### src/rtl/sreg_pkg.sv
package sreg_pkg;

   localparam logic [3:0] CMD_WRITE = 4'b0001;
   localparam logic [3:0] CMD_READ  = 4'b0010;

   typedef enum logic [1:0] {
      FR_SHIFT = 2'd0,
      FR_READ  = 2'd1,
      FR_DONE  = 2'd2
   } fr_state_t;

   function automatic int unsigned round_div(input int unsigned num, input int unsigned den);
      return (num + den / 2) / den;
   endfunction

endpackage

### src/rtl/sreg_sync.sv
module sreg_sync #(
   parameter int unsigned STAGES = 2,
   parameter int unsigned W      = 3,
   parameter logic [W-1:0] RST_VAL = '0
) (
   input  logic         clk,
   input  logic         rst_n,
   input  logic [W-1:0] d,
   output logic [W-1:0] q
);

   logic [STAGES-1:0][W-1:0] stg;

   generate
      if (STAGES < 2) begin : g_bad_stages
         $error("sreg_sync needs at least two stages");
      end
   endgenerate

   always_ff @(posedge clk or negedge rst_n) begin
      if (!rst_n) begin
         stg <= {STAGES{RST_VAL}};
      end else begin
         stg[0] <= d;
         for (int s = 1; s < STAGES; s++) begin
            stg[s] <= stg[s-1];
         end
      end
   end

   assign q = stg[STAGES-1];

endmodule

### src/rtl/sreg_file.sv
module sreg_file #(
   parameter int unsigned ADDR_W   = 4,
   parameter int unsigned DATA_W   = 8,
   parameter int unsigned OSC_ADDR = 3,
   parameter logic [DATA_W-1:0] OSC_RST = '0
) (
   input  logic                          clk,
   input  logic                          rst_n,
   input  logic                          wr_en,
   input  logic [ADDR_W-1:0]             wr_addr,
   input  logic [DATA_W-1:0]             wr_data,
   input  logic [ADDR_W-1:0]             rd_addr,
   output logic [DATA_W-1:0]             rd_data,
   output logic [(DATA_W<<ADDR_W)-1:0]   regs_flat
);

   localparam int unsigned NUM_REGS = 1 << ADDR_W;

   generate
      if (OSC_ADDR >= NUM_REGS) begin : g_bad_osc
         $error("oscillator register address outside the bank");
      end
      for (genvar r = 0; r < NUM_REGS; r++) begin : g_reg
         localparam logic [DATA_W-1:0] RV = (r == OSC_ADDR) ? OSC_RST : '0;
         logic [DATA_W-1:0] q;
         always_ff @(posedge clk or negedge rst_n) begin
            if (!rst_n) begin
               q <= RV;
            end else if (wr_en && (wr_addr == ADDR_W'(r))) begin
               q <= wr_data;
            end
         end
         assign regs_flat[r*DATA_W +: DATA_W] = q;
      end
   endgenerate

   assign rd_data = regs_flat[rd_addr*DATA_W +: DATA_W];

   AST_BANK_HOLD: assert property (@(posedge clk) disable iff (!rst_n)
      !wr_en |=> $stable(regs_flat));

endmodule

### src/rtl/sreg_frame.sv
module sreg_frame
   import sreg_pkg::*;
#(
   parameter int unsigned CMD_W  = 4,
   parameter int unsigned ADDR_W = 4,
   parameter int unsigned DATA_W = 8,
   parameter logic [CMD_W-1:0] WR_CODE = CMD_WRITE,
   parameter logic [CMD_W-1:0] RD_CODE = CMD_READ
) (
   input  logic              clk,
   input  logic              rst_n,
   input  logic              sel,
   input  logic              sclk_lvl,
   input  logic              din,
   input  logic [DATA_W-1:0] rd_data,
   output logic [ADDR_W-1:0] rd_addr,
   output logic              wr_en,
   output logic [ADDR_W-1:0] wr_addr,
   output logic [DATA_W-1:0] wr_data,
   output logic              dout,
   output logic              doe
);

   localparam int unsigned FRAME_W = CMD_W + ADDR_W + DATA_W;
   localparam int unsigned CNT_W   = $clog2(FRAME_W);
   localparam int unsigned BIT_W   = (DATA_W > 1) ? $clog2(DATA_W) : 1;

   generate
      if (WR_CODE == RD_CODE) begin : g_bad_codes
         $error("write and read codes must differ");
      end
   endgenerate

   fr_state_t          st;
   logic [CNT_W-1:0]   cnt;
   logic [FRAME_W-2:0] shreg;
   logic [BIT_W-1:0]   bit_idx;
   logic               sclk_prev;
   logic               rise, fall, last_bit;
   logic [FRAME_W-1:0] frame_nxt;
   logic [CMD_W-1:0]   f_cmd;
   logic [ADDR_W-1:0]  f_addr;
   logic [DATA_W-1:0]  f_data;

   assign rise      = sclk_lvl & ~sclk_prev;
   assign fall      = ~sclk_lvl & sclk_prev;
   assign frame_nxt = {shreg, din};
   assign f_cmd     = frame_nxt[FRAME_W-1 -: CMD_W];
   assign f_addr    = frame_nxt[DATA_W +: ADDR_W];
   assign f_data    = frame_nxt[DATA_W-1:0];
   assign last_bit  = (cnt == CNT_W'(FRAME_W - 1));

   always_ff @(posedge clk or negedge rst_n) begin
      if (!rst_n) begin
         sclk_prev <= 1'b0;
      end else begin
         sclk_prev <= sclk_lvl;
      end
   end

   always_ff @(posedge clk or negedge rst_n) begin
      if (!rst_n) begin
         st      <= FR_SHIFT;
         cnt     <= '0;
         shreg   <= '0;
         bit_idx <= BIT_W'(DATA_W - 1);
         rd_addr <= '0;
         wr_en   <= 1'b0;
         wr_addr <= '0;
         wr_data <= '0;
         dout    <= 1'b0;
         doe     <= 1'b0;
      end else if (!sel) begin
         st      <= FR_SHIFT;
         cnt     <= '0;
         bit_idx <= BIT_W'(DATA_W - 1);
         wr_en   <= 1'b0;
         dout    <= 1'b0;
         doe     <= 1'b0;
      end else begin
         wr_en <= 1'b0;
         unique case (st)
            FR_SHIFT: begin
               if (rise) begin
                  shreg <= frame_nxt[FRAME_W-2:0];
                  cnt   <= cnt + 1'b1;
                  if (last_bit) begin
                     if (f_cmd == WR_CODE) begin
                        wr_en   <= 1'b1;
                        wr_addr <= f_addr;
                        wr_data <= f_data;
                        st      <= FR_DONE;
                     end else if (f_cmd == RD_CODE) begin
                        rd_addr <= f_addr;
                        bit_idx <= BIT_W'(DATA_W - 1);
                        st      <= FR_READ;
                     end else begin
                        st <= FR_DONE;
                     end
                  end
               end
            end
            FR_READ: begin
               if (fall) begin
                  dout    <= rd_data[bit_idx];
                  doe     <= 1'b1;
                  bit_idx <= (bit_idx == '0) ? BIT_W'(DATA_W - 1) : bit_idx - 1'b1;
               end
            end
            default: ;
         endcase
      end
   end

   AST_WR_AFTER_FULL: assert property (@(posedge clk) disable iff (!rst_n)
      wr_en |-> ($past(rise) && $past(cnt) == CNT_W'(FRAME_W - 1) && $past(sel)));

   AST_NO_DRIVE_ON_WRITE: assert property (@(posedge clk) disable iff (!rst_n)
      doe |-> !wr_en);

   AST_DOUT_HELD: assert property (@(posedge clk) disable iff (!rst_n)
      ($past(sel) && $past(doe) && !$past(fall)) |-> $stable(dout));

   AST_DRIVE_ONLY_READ: assert property (@(posedge clk) disable iff (!rst_n)
      $rose(doe) |-> $past(st) == FR_READ);

endmodule

### src/rtl/sreg_port.sv
module sreg_port
   import sreg_pkg::*;
#(
   parameter int unsigned CMD_W       = 4,
   parameter int unsigned ADDR_W      = 4,
   parameter int unsigned DATA_W      = 8,
   parameter int unsigned SYNC_STAGES = 2,
   parameter int unsigned OSC_ADDR    = 3,
   parameter int unsigned XTAL_KHZ    = 13560,
   parameter int unsigned REF_KHZ     = 100,
   parameter logic [CMD_W-1:0] WR_CODE = CMD_WRITE,
   parameter logic [CMD_W-1:0] RD_CODE = CMD_READ
) (
   input  logic                          clk,
   input  logic                          rst_n,
   input  logic                          cs_n,
   input  logic                          sclk,
   input  logic                          dio_i,
   output logic                          dio_o,
   output logic                          dio_oe,
   output logic [(DATA_W<<ADDR_W)-1:0]   reg_flat
);

   localparam int unsigned OSC_DIV = round_div(XTAL_KHZ, REF_KHZ);

   generate
      if (OSC_DIV >= (1 << DATA_W)) begin : g_bad_div
         $error("oscillator divisor does not fit the register width");
      end
      if (CMD_W != 4) begin : g_bad_cmd
         $error("command field is fixed at four bits");
      end
   endgenerate

   logic [2:0]        pins_q;
   logic              cs_q, sclk_q, din_q;
   logic [ADDR_W-1:0] rd_addr, wr_addr;
   logic [DATA_W-1:0] rd_data, wr_data;
   logic              wr_en;

   sreg_sync #(
      .STAGES (SYNC_STAGES),
      .W      (3),
      .RST_VAL(3'b101)
   ) u_sync (
      .clk  (clk),
      .rst_n(rst_n),
      .d    ({dio_i, sclk, cs_n}),
      .q    (pins_q)
   );

   assign cs_q   = pins_q[0];
   assign sclk_q = pins_q[1];
   assign din_q  = pins_q[2];

   sreg_frame #(
      .CMD_W  (CMD_W),
      .ADDR_W (ADDR_W),
      .DATA_W (DATA_W),
      .WR_CODE(WR_CODE),
      .RD_CODE(RD_CODE)
   ) u_frame (
      .clk     (clk),
      .rst_n   (rst_n),
      .sel     (~cs_q),
      .sclk_lvl(sclk_q),
      .din     (din_q),
      .rd_data (rd_data),
      .rd_addr (rd_addr),
      .wr_en   (wr_en),
      .wr_addr (wr_addr),
      .wr_data (wr_data),
      .dout    (dio_o),
      .doe     (dio_oe)
   );

   sreg_file #(
      .ADDR_W  (ADDR_W),
      .DATA_W  (DATA_W),
      .OSC_ADDR(OSC_ADDR),
      .OSC_RST (DATA_W'(OSC_DIV))
   ) u_file (
      .clk      (clk),
      .rst_n    (rst_n),
      .wr_en    (wr_en),
      .wr_addr  (wr_addr),
      .wr_data  (wr_data),
      .rd_addr  (rd_addr),
      .rd_data  (rd_data),
      .regs_flat(reg_flat)
   );

   AST_RELEASE_DESELECT: assert property (@(posedge clk) disable iff (!rst_n)
      cs_q |=> !dio_oe);

   AST_IDLE_NO_WRITE: assert property (@(posedge clk) disable iff (!rst_n)
      ($past(cs_q) && cs_q) |-> $stable(reg_flat));

endmodule

### config.mk
export PLATFORM = sky130hd
export DESIGN_NAME = sreg_port
export DESIGN_NICKNAME = d
export VERILOG_FILES = /design/src/rtl/sreg_pkg.sv /design/src/rtl/sreg_sync.sv /design/src/rtl/sreg_file.sv /design/src/rtl/sreg_frame.sv /design/src/rtl/sreg_port.sv
export SDC_FILE = /design/constraint.sdc
export NUM_CORES = 1
export LEC_CHECK = 0
export ABC_CLOCK_PERIOD_IN_PS = 2700
export BUFFER_PORTS_ARGS = -buffer_cell sky130_fd_sc_hd__buf_4
export CORE_MARGIN = 5
export CORE_UTILIZATION = 50
export DETAILED_ROUTE_END_ITERATION = 10
export HOLD_SLACK_MARGIN = 0.15
export PLACE_DENSITY = 0.72
export SLEW_MARGIN = 25
export SYNTH_ARGS = -nofsm -noshare
export SYNTH_HDL_FRONTEND = slang
export SYNTH_SLANG_ARGS = --single-unit
export TNS_END_PERCENT = 1
### constraint.sdc
create_clock -name clk -period 2.7 [get_ports clk]
set_clock_uncertainty 0.2 [all_clocks]
set_input_delay 0.54 -clock clk [delete_from_list [all_inputs] [get_ports clk]]
set_output_delay 0.54 -clock clk [all_outputs]
set_load 0.05 [all_outputs]
## Yosys cells after proc, flatten, opt, wreduce, memory -nomap -nowiden

Index checks and enable logic that the tools add are counted.
W data, S select, Z words.

| operators by class | value |
|---|---|
| multiply operators | 0 |
| divide/modulo/power cells | 0 |
| mux-type cells | 30 |
| bitwise gates (word level) | 6 |
| order comparisons | 1 |
| add/sub/neg operators | 2 |
| eq/ne operators | 24 |
| reductions and logical operators | 32 |
| shift operators | 1 |

Operators with widths:

| cell | count |
|---|---|
| $shiftx A128 B8 Y8 | 1 |
| $eq A4 B4 Y1 const B | 9 |
| $mux W3 | 7 |
| $eq A4 B3 Y1 const B | 4 |
| $logic_and A1 B1 Y1 | 16 |
| $eq A4 B2 Y1 const B | 3 |
| $mux W1 | 12 |
| $mux W2 | 6 |
| $mux W4 | 3 |
| $ne A3 B2 Y1 const B | 4 |
| $reduce_and A6 Y1 | 2 |
| $reduce_bool A2 Y1 | 5 |
| $eq A4 B1 Y1 const B | 2 |
| $pmux W3 S2 | 1 |
| $reduce_and A3 Y1 | 2 |
| $reduce_and A5 Y1 | 1 |
| $add A4 B1 Y4 const B | 1 |
| $logic_not A4 Y1 | 1 |
| $lt A3 B4 Y1 const B | 1 |
| $not A1 Y1 | 4 |
| $reduce_and A2 Y1 | 2 |
| $bmux W1 S3 | 1 |
| $logic_not A3 Y1 | 1 |
| $ne A3 B3 Y1 const B | 1 |
| other kinds (5) | 6 |

| word-level totals | value |
|---|---|
| logic and storage cells | 125 |
| memories | 0 |
| ROM bits | 0 |
| bits in latches | 0 |
| bits in writable memories | 0 |
| input port bits | 5 |
| output and inout bits | 130 |
| register bits | 178 |

## Logic depth before layout (Yosys ltp)

| depth | value |
|---|---|
| word-level depth | 7 |
| gate-level depth with buffers | 9 |
| depth with buffers taken out | 6 |

## By module

From an unflattened synthesis, not the netlist that was laid out.

| unflattened totals | value |
|---|---|
| cell total of the unflattened synthesis | 509 |
| area, all modules | 7872.6 um^2 |

Modules (own cells, without submodules):

| module | instances | cells an instance | area an instance (um^2) |
|---|---|---|---|
| sreg_file | 1 | 364 | 5803.1 |
| sreg_frame | 1 | 135 | 1888.1 |
| sreg_sync | 1 | 9 | 177.7 |
| sreg_port | 1 | 1 | 3.8 |

## Worst setup path before layout

No wires, ideal clock.

| path | value |
|---|---|
| path type | flip-flop to flip-flop |
| from | reg u_frame.st[0] |
| to | reg u_frame.wr_addr[0] |
| arrival time | 1.767 ns |
| cell stages (with the launch flop) | 6 |
| path slack | 0.608 ns |
| data required time | 2.375 ns |
| library setup time | 0.125 ns |
| buffers on the path | 1 |
| period minus slack after synthesis | 2.092 ns |
| cells stage by stage | dfrtp_1 -> nor3b_2 -> nand4_1 -> nor4_4 -> buf_6 -> mux2_2 |

| on the way | value |
|---|---|
| word-level cells in the longest chain between the ends | 2 |

RTL lines:

| what | RTL line | source |
|---|---|---|
| from (decl) | sreg_frame.sv:34 | `fr_state_t st;` |
| from (signal assigned) | sreg_frame.sv:63 | `st <= FR_SHIFT;` |
| from (signal assigned) | sreg_frame.sv:74 | `st <= FR_SHIFT;` |
| from (signal assigned) | sreg_frame.sv:92 | `st <= FR_DONE;` |
| $logic_not A2 Y1 | sreg_frame.sv:82 | `unique case (st)` |
| $reduce_and A5 Y1 (no source line) | - |  |
| to (signal assigned) | sreg_frame.sv:90 | `wr_addr <= f_addr;` |
| to (decl) | sreg_frame.sv:18 | `output logic [ADDR_W-1:0] wr_addr,` |

Every way passes these cells.
A chain may end at the register's enable or synchronous reset.

## Final worst setup path

| path | value |
|---|---|
| from | reg u_frame.rd_addr[0] |
| to | reg u_frame.dout |

| on the way | value |
|---|---|
| word-level cells in the longest chain between the ends | 6 |

RTL lines:

| what | RTL line | source |
|---|---|---|
| from (decl) | sreg_frame.sv:16 | `output logic [ADDR_W-1:0] rd_addr,` |
| from (signal assigned) | sreg_frame.sv:94 | `rd_addr <= f_addr;` |
| $shiftx A128 B8 Y8 | sreg_file.sv:37 | `assign rd_data = regs_flat[rd_addr*DATA_W +: DATA_W];` |
| $bmux W1 S3 | sreg_frame.sv:105 | `dout <= rd_data[bit_idx];` |
| $mux W1 (not written as such) | sreg_frame.sv:105 |  |
| $mux W1 | sreg_frame.sv:104 | `if (fall) begin` |
| $mux W1 | sreg_frame.sv:82 |  |
| $mux W1 | sreg_frame.sv:73 | `end else if (!sel) begin` |
| to (signal assigned) | sreg_frame.sv:105 |  |
| to (decl) | sreg_frame.sv:20 | `output logic dout,` |

Every way passes these cells. The select of a mux whose other input is x is not followed.

==> flow_summary_export.csv <==
group,metric,value,unit
clock_network,clk_pin_slew,0.06,ns
synthesis,synthTopCellsByCount,"169 x dfrtp_1, 160 x mux2_2, 27 x nor2_1",
clock_network,clock-sinks,178,
synthesis,netlist_instances,532,
synthesis,synth.area.top_cells,"dfrtp_1 52%, mux2_2 22%, mux4_1 5.5%",
timing,period_minus_slack,2.29,ns
timing,worst_slew_pin_slew,0.759,ns
floorplan,io_pins,135,
worst_setup_path,worstPathRequired,2.81,ns
clock_network,cts_tree,"yes",
worst_setup_path,cp_top_family,"multiplexers",
floorplan,chipWidth,137,µm
synthesis,synth_nets,540,
outcome,status,"completed",
detailed_routing,vias_per_cell,5.77,
clock_network,post_cts_resized,0,
placement,io_buffers,134,
placement,place_ws,0.430,ns
detailed_routing,final_antenna_net_count,0,
worst_setup_path,path_buf_inv,1,
layout,fin_nets,684,
floorplan,core-area,0.0158,mm²
timing,hold_viol,0,
global_routing,grt_pass1_vias,5393,
global_routing,grt_antenna_before_repair,0,
placement,place.gp.congestion,0.873,
floorplan,die-area,0.0188,mm²
worst_hold_path,hp-class,"reg -> reg",
timing,rsz0062_at_grt,"false",
placement,dp_cells,869,
layout,num-fill-cells,1215,
synthesis,netlist.area_leader.share,52.4,%
detailed_routing,wire_per_inst,23.8,µm
clock_network,cts_made_buffers,17,
synthesis,syn_avg_cell_area,15.2,µm²
synthesis,synth.distinct_cells,49,
synthesis,synth_seq_cells,178,
flow_run,cap_violations,0,
worst_setup_path,crit_type,"reg -> reg",
floorplan,start_util,50.9,%
layout,final_cells,905,
synthesis,yosysMostFrequentCell,"dfrtp_1",
power,power_density,542,mW/mm²
layout,multi_input_area,0.00336,mm²
timing,fin_crit_sh,85.0,%
detailed_routing,routed_wl,21.5,mm
global_routing,grt_overflow,0,
timing,drv_slew,0,
layout,n_antenna_cell,0,
power,leakage,4.96,nW
synthesis,async_flop_share,100,%
worst_setup_path,cp_slowest_cell,"mux4_1",
worst_setup_path,end_kind,"register",
timing,finalWorstSetupSlack,0.406,ns
worst_setup_path,critPathMaxStageDelay,0.59,ns
synthesis,yosys_warnings,0,
layout,register_area,0.00447,mm²
global_routing,grt_use_total,23.8,%
clock_network,htree_levels,4,
placement,dp_hpwl,14.9,mm
timing,setup_viol,0,
clock_network,cts_setup_buffers,0,
synthesis,yosysSeqAreaShare,55.4,%
worst_setup_path,start_kind,"register",
detailed_routing,vias,5222,
timing,hold_ws,0.157,ns
global_routing,grt_max_degree,58,
synthesis,synth_top_cell_by_area,"dfrtp_1",
global_routing,grt_first_pass_wirelength,32.7,mm
layout,final_layout_size_suffix_gt1_share,53.7,%
timing,max_freq,0.436,GHz
clock_network,postCtsHoldBufs,4,
timing,setup_tns,0,ns
worst_setup_path,arrival,2.41,ns
floorplan,fp.dieH,137,µm
floorplan,rows,46,
layout,synthToLayoutAreaGrowth,23.2,%
synthesis,synth_area,0.00806,mm²
worst_setup_path,worstPathCellList,"buf_12 > mux4_1 > mux2i_1 > o2111ai_1 > nor2_1 > o31ai_1",
timing,max_slew_margin,49.4,%
detailed_routing,drt_iter0_markers,375,
worst_setup_path,path_max_fanout,29,
detailed_routing,drc,0,
synthesis,synth-edff-count,0,
clock_network,clk_latency,0.44,ns
clock_network,clock-root-buffer,"clkbuf_16",
power,ir_drop,0.433,mV
clock_network,cts_buffer_depth,2,
synthesis,ys.flop_type,"dfrtp_1",
detailed_routing,dr.pass1.iters,5,
-- layer usage --
metal,global-route usage (%),vias to the layer above,share of wire (%)
met5,0,-,0
met4,7.26,0,1.6
met3,5.00,23,6.8
met2,37.3,180,49
met1,33.5,2753,43
li1,-,2266,-
-- flip-flops by register name (all words and copies together) (netlist names), 2 cells and up --
| name | cells |
|---|---|
| u_frame.wr_addr | 4 |
| u_frame.wr_data | 8 |
| u_frame.shreg | 15 |
| u_frame.st | 2 |
| u_frame.bit_idx | 3 |
| u_frame.cnt | 4 |
| u_file.g.q | 128 |
| u_sync.q | 3 |
| u_sync.stg | 3 |
| u_frame.rd_addr | 4 |
-- final cells by class --
type,instances,area share (%)
flip-flops and latches,178,45.0
multi-input cells,316,33.9
repair buffers,157,12.4
clock buffers,19,4.46
well taps,216,2.72
clock inverters,13,1.39
inverters,6,0.227
-- cells in the final DEF, fill, tap and decap left out, types with 2 or more instances in the layout --
| cell type | n |
|---|---|
| nor2_1 | 27 |
| clkinvlp_4 | 3 |
| nor4_4 | 2 |
| inv_1 | 6 |
| o21ai_0 | 3 |
| mux4_1 | 17 |
| ha_1 | 3 |
| mux2i_1 | 12 |
| nand4_1 | 3 |
| clkbuf_16 | 17 |
| clkinv_2 | 4 |
| a22oi_1 | 2 |
| and3_1 | 2 |
| dlygate4sd3_1 | 4 |
| nor3_1 | 2 |
| nor2b_1 | 3 |
| dfstp_2 | 9 |
| bufinv_16 | 2 |
| buf_12 | 3 |
| xor2_1 | 2 |
| mux2_2 | 160 |
| a21oi_1 | 2 |
| mux4_2 | 12 |
| a211oi_1 | 4 |
| nand2_1 | 12 |
| nand2b_1 | 11 |
| buf_4 | 149 |
| a31oi_1 | 3 |
| o211ai_1 | 3 |
| o221ai_1 | 2 |
| nand3_1 | 5 |
| dfrtp_1 | 168 |
| a21o_1 | 3 |
| nand3b_1 | 4 |
| o2111ai_1 | 2 |
| clkinv_4 | 4 |
-- worst register-to-register path, stage by stage, from the launching register on --
cell	delay, ns
dfrtp_2	0.48
buf_12	0.27
mux4_1	0.62
mux2i_1	0.26
o2111ai_1	0.16
nor2_1	0.11
o31ai_1	0.08
-- logic make-up after synthesis --
group | count (synthesis) | synth area share, %
xor gates and xnor gates | 3 | 0.326
AOI/OAI and AO/OA | 31 | 2.82
and+or+nand+nor | 78 | 5.37
adders and majority gates | 3 | 0.466
buffers and inverters | 38 | 2.92
DFF | 178 | 55.4
muxes | 201 | 32.7
-- final timing paths --
path / startpoint / to / slack, ns / depth (start not counted)
setup reg to reg: u_frame.rd_addr[0] / u_frame.dout / 0.41 / 6
min in group asynchronous: rst_n / u_file.g_reg[1].q[7] / 0.45 / 2
setup / recovery: u_frame.rd_addr[0] / u_frame.dout / 0.41 / 6
max in group asynchronous: rst_n / u_file.g_reg[15].q[6] / 1.11 / 3
hold reg to reg: u_sync.stg[2] / u_sync.q[2] / 0.16 / 0
hold / removal: u_sync.stg[2] / u_sync.q[2] / 0.16 / 0
-- per-stage QoR --
step | instance area, µm² | total power, mW | utilization [%]
5_1_grt | 9930 | 5.54 | 62.8
2_1_floorplan | 8060 | 2.88 | -
3_3_place_gp | 9310 | 2.97 | 58.8
6_report | 9930 | 5.38 | 62.8
3_5_place_dp | 9310 | 2.98 | 58.8
4_1_cts | 9930 | 5.41 | 62.8
-- power breakdown --
part | leakage [nW] | switching, mW | internal [mW]
registers | 2.43 | 0.0558 | 2.73
logic | 2.24 | 0.0809 | 0.0661
clock network | 0.279 | 1.06 | 1.38
No activity file was read; power rests on OpenSTA's default activity.
